<file path="src/rtl/ram_pwr_ctl.sv">
module ram_pwr_ctl #(
  parameter int NBANK    = 8,
  parameter int BANK_AW  = 12,
  parameter int WAKE_CYC = 10,
  localparam int REG_W  = 2 * NBANK,
  localparam int SEL_W  = $clog2(NBANK),
  localparam int ADDR_W = BANK_AW + SEL_W,
  localparam int CNT_W  = $clog2(WAKE_CYC + 1)
) (
  input  logic              clk,
  input  logic              rst_n,
  input  logic              reg_we,
  input  logic              reg_sel,
  input  logic [REG_W-1:0]  reg_wdata,
  output logic [REG_W-1:0]  reg_rdata,
  input  logic              acc_req,
  input  logic [ADDR_W-1:0] acc_addr,
  output logic              acc_gnt,
  output logic              acc_viol,
  output logic [NBANK-1:0]  vdd_en,
  output logic [NBANK-1:0]  vss_en,
  output logic [NBANK-1:0]  bank_rdy,
  output logic [NBANK-1:0]  bank_valid,
  output logic [NBANK-1:0]  bank_err
);

  logic [REG_W-1:0] mode_q, mode_d;
  logic [SEL_W-1:0] sel;
  logic [NBANK-1:0] hit;
  logic             stat_we;

  assign mode_d  = (reg_we && !reg_sel) ? reg_wdata : mode_q;
  assign stat_we = reg_we && reg_sel;
  assign sel     = acc_addr[ADDR_W-1:BANK_AW];
  assign hit     = acc_req ? (NBANK'(1) << sel) : '0;

  assign acc_gnt   = |(hit & bank_rdy);
  assign acc_viol  = |(hit & ~bank_rdy);
  assign reg_rdata = reg_sel ? {bank_valid, bank_err} : mode_q;

  always_ff @(posedge clk or negedge rst_n)
    if (!rst_n) mode_q <= '1;
    else        mode_q <= mode_d;

  for (genvar i = 0; i < NBANK; i++) begin : g_bank
    logic [CNT_W-1:0] cnt;
    logic act_q, act_d, ret_q, bad, lose, val_q, err_q;

    assign act_q = &mode_q[2*i +: 2];
    assign act_d = &mode_d[2*i +: 2];
    assign ret_q = mode_q[2*i +: 2] == 2'b10;
    assign bad   = hit[i] & ~bank_rdy[i];
    assign lose  = (mode_q[2*i+1] && !mode_d[2*i+1]) || (bad && ret_q);

    always_ff @(posedge clk or negedge rst_n)
      if (!rst_n)              cnt <= '0;
      else if (act_d && !act_q) cnt <= CNT_W'(WAKE_CYC);
      else if (cnt != '0)       cnt <= cnt - 1'b1;

    always_ff @(posedge clk or negedge rst_n)
      if (!rst_n)                                  val_q <= 1'b1;
      else if (lose)                               val_q <= 1'b0;
      else if (stat_we && reg_wdata[NBANK+i])      val_q <= 1'b1;

    always_ff @(posedge clk or negedge rst_n)
      if (!rst_n)                           err_q <= 1'b0;
      else if (bad)                         err_q <= 1'b1;
      else if (stat_we && reg_wdata[i])     err_q <= 1'b0;

    assign vdd_en[i]     = mode_q[2*i+1];
    assign vss_en[i]     = mode_q[2*i];
    assign bank_rdy[i]   = act_q && (cnt == '0);
    assign bank_valid[i] = val_q;
    assign bank_err[i]   = err_q;
  end

endmodule

</file>
<file path="config.mk">
export PLATFORM = sky130hd
export DESIGN_NAME = ram_pwr_ctl
export DESIGN_NICKNAME = d
export VERILOG_FILES = /design/src/rtl/ram_pwr_ctl.sv
export SDC_FILE = /design/constraint.sdc
export NUM_CORES = 1
export LEC_CHECK = 0
export BUFFER_PORTS_ARGS = -buffer_cell sky130_fd_sc_hd__buf_4
export CELL_PAD_IN_SITES_DETAIL_PLACEMENT = 0
export CELL_PAD_IN_SITES_GLOBAL_PLACEMENT = 2
export CORE_UTILIZATION = 34
export CTS_CLUSTER_DIAMETER = 120
export DETAILED_ROUTE_END_ITERATION = 16
export PLACE_DENSITY = 0.88
export SETUP_SLACK_MARGIN = 0.05
export SLEW_MARGIN = 20
export SYNTH_ARGS = -nofsm -noshare
export SYNTH_HDL_FRONTEND = slang
export SYNTH_SLANG_ARGS = --single-unit
export TNS_END_PERCENT = 30
</file>
<file path="constraint.sdc">
create_clock -name clk -period 3.19 [get_ports clk]
set_input_delay 0.319 -clock clk [delete_from_list [all_inputs] [get_ports clk]]
set_output_delay 0.319 -clock clk [all_outputs]
set_load 0.05 [all_outputs]
</file>
==> results.yml <==
run_status:
  outcome: "completed"
clock_tree:
  cts_tree: "built"
  clock_path_buffers: 2
  post_cts_resized: 0
  clock-sinks: 64
  cts_max_level: 3
  cts_setup_buffers: 0
  cts-root-buf: "clkbuf_8"
  clk_latency_ns: 0.34
  cts_made_buffers: 9
  cts.clk_slew.worst_paths_ns: 0.07
  hold_buffers: 0
logic_synthesis:
  ys_seq_area_share_pct: 44.1
  synth-seq-cells: 64
  synth-async-reset-ratio_pct: 100
  yosys_warnings: 0
  synthCells: 407
  ys_dominant_reg_cell: "dfrtp_1"
  syn_avg_cell_area_sq_um: 9.09
  synth_fp_nets: 459
  synth_cell_type_count: 45
  syn_area_sq_mm: 0.00370
  synth_edf_count: 0
critical_path:
  critPathRequiredTime_ns: 2.87
  rr_endpoint: "g_bank[0].err_q$_DFFE_PN0P_"
  path_max_fanout: 4
  regToRegSetupSlack_ns: 1.41
  critical_path_class: "reg2out"
  regToRegStartpoint: "g_bank[0].cnt[0]$_DFFE_PN0P_"
  end_kind: "output port"
  critPathLaunchType: "flop"
  r2r_cells: 6
  cp.arrival_ns: 2.55
drt:
  dr.first_iter.drc_count: 116
  routedWlPerCell_um: 15.4
  vias: 3074
  drt_wl_total_mm: 9.53
  first_pass_iters: 4
  via_per_inst: 4.97
  drtAntennaViolNets: 0
  drcViolationCount: 0
placement:
  place_hpwl_mm: 6.91
  placed_area_sq_mm: 0.00435
  gp_congestion: 0.746
  placement.io_buffers: 81
sta:
  rsz0062_at_grt: "no"
  max_slew_margin_pct: 43.8
  period_needed_ns: 2.87
  tightest_slew_ns: 0.842
  skew_ns: 0.00717
  slew_viol_final: 0
  fin_crit_sh_pct: 90.0
  max_freq_mhz: 348
  setup_tns_ns: 0
  finalSetupViolations: 0
  finalHoldViolations: 0
  fin_hold_ws_ns: 0.0698
layout:
  antenna_cells: 0
  layout.nets: 530
  stdcell_area_sq_mm: 0.00457
  drive_above_1_share_pct: 30.8
  areaGrowthSynthToFinish_pct: 23.5
floorplanning:
  start_util_pct: 35.5
  ios: 94
  coreArea_sq_mm: 0.0104
  die_height_um: 106
  dieArea_sq_mm: 0.0113
  die_w_um: 106
  rows: 37
power_and_ir_drop:
  peakVddDrop_uv: 337
  power_leakage_uw: 0.00219
  finalPower_uw: 3800
  powerDensity_mw_per_mm2: 832
global_route:
  first_global_vias: 3053
  busiest_layer: "met2"
  grtUsageMet1_pct: 23.9
  overflow: 0
  grt_pass1_wl_mm: 15.6
  grt_usage_pct: 17.8
  grt_use_met2_pct: 27.0
  grt_max_degree: 65
  antenna_found_initial: 0
  met3_usage_pct: 5.09
flow_run:
  cap_violations: 0
worst_hold_path:
  hp-class: "in2async"
cells by family (layout without fill, tap and decap cells):
family | after synthesis | in the layout | share of synthesized area (%)
flip-flops | 64 | 64 | 44.1
AND/OR/NAND/NOR | 185 | 185 | 25.1
buffers and inverters | 50 | 126 | 6.90
multiplexers | 18 | 18 | 5.41
adder cells (fa/ha/maj) | 16 | 16 | 5.41
XOR/XNOR | 8 | 8 | 1.89
AO/OA/AOI/OAI | 66 | 66 | 11.3
synthesized netlist by cell type (7+ instances only):
cell | instances | area share (%)
a211o_1 | 7 | 1.7
a21oi_1 | 27 | 3.7
buf_4 | 16 | 3.2
dfrtp_1 | 40 | 27
dfstp_2 | 24 | 17
ha_1 | 16 | 5.4
inv_1 | 24 | 2.4
mux2_2 | 16 | 4.9
nand2_1 | 80 | 8.1
nand2b_1 | 14 | 2.4
nand3_1 | 14 | 1.9
nand3b_1 | 8 | 1.6
nor2_1 | 23 | 2.3
nor3_1 | 10 | 1.4
o21ai_0 | 7 | 0.95
o22ai_1 | 8 | 1.4
or3_1 | 7 | 1.2
xnor2_1 | 8 | 1.9
through the flow:
stage	cells	util, %	setup WS [ns]
global placement	603	41.8	0.802
detailed placement	603	41.8	0.678
finish	619	43.9	0.319
CTS	619	43.9	0.298
global route	619	43.9	0.162
floorplan	407	-	0.914
critical path, cell delays in order (launching register included):
cell       delay (ns)
dfrtp_1          0.38
inv_1            0.12
ha_1             0.20
nor3b_1          0.40
a311oi_1         0.23
a2111oi_1        0.42
nand4_1          0.22
buf_4            0.24
placed cells by master, fill, tap and decap left out, types with 2 or more instances in the layout:
master,Yosys,layout
or3b_2,2,2
nand4_1,5,5
nand4b_1,2,2
a31oi_1,2,2
dfstp_2,24,24
xnor2_1,8,8
nor3_1,10,10
o21ai_0,7,7
o22ai_1,8,8
nand2_1,80,80
buf_4,16,86
nand3_1,14,14
ha_1,16,16
dfrtp_1,40,40
o32ai_1,2,2
a21oi_1,27,27
nand2b_1,14,14
clkbuf_8,0,13
mux2i_1,2,2
mux2_2,16,16
o211ai_1,4,4
and3_1,2,2
nor2b_1,2,2
nand3b_1,8,8
or3_1,7,7
inv_1,24,24
a21o_1,4,4
nor2_1,23,23
nor3b_2,3,3
and2_1,2,2
a211o_1,7,7
nor3b_1,5,5
routing by layer:
layer,part of all wire (%),vias up
met1,48,1460
li1,-,1525
met3,5.4,13
met5,0,-
met4,2.5,0
met2,44,76
how the worst max path moves through the flow:
stage                            startpoint        to  slack [ns]  cells after the start
6_report       g_bank[6].cnt[0]$_DFFE_PN0P_  acc_viol        0.32                      7
3_3_place_gp   g_bank[6].cnt[0]$_DFFE_PN0P_  acc_viol        0.80                      7
5_1_grt        g_bank[6].cnt[0]$_DFFE_PN0P_  acc_viol        0.16                      7
2_1_floorplan  g_bank[7].cnt[0]$_DFFE_PN0P_  acc_viol        0.91                      6
3_5_place_dp   g_bank[6].cnt[0]$_DFFE_PN0P_  acc_viol        0.68                      7
4_1_cts        g_bank[6].cnt[0]$_DFFE_PN0P_  acc_viol        0.30                      7
report_power, final:
part | leakage, uW | internal (uW) | switching (uW)
Sequential | 0.000732 | 1130 | 252
Combinational | 0.00135 | 684 | 972
Clock | 0.000113 | 446 | 314
sequential cells by signal, summed over array words and instances (netlist names):
signal and flops:
g_bank.cnt 32, g_bank.val_q 8, g_bank.err_q 8, mode_q 16
cell type report:
| cell class | instances | area (sq um) |
|---|---|---|
| tap | 136 | 170 |
| multi-input combinational | 293 | 1810 |
| sequential | 64 | 1630 |
| inverter | 24 | 90.1 |
| fill | 1047 | 5850 |
| timing repair buffer | 86 | 646 |
| clock buffer | 14 | 183 |
| clock inverter | 2 | 35.0 |
No activity file was read; power rests on OpenSTA's default activity.
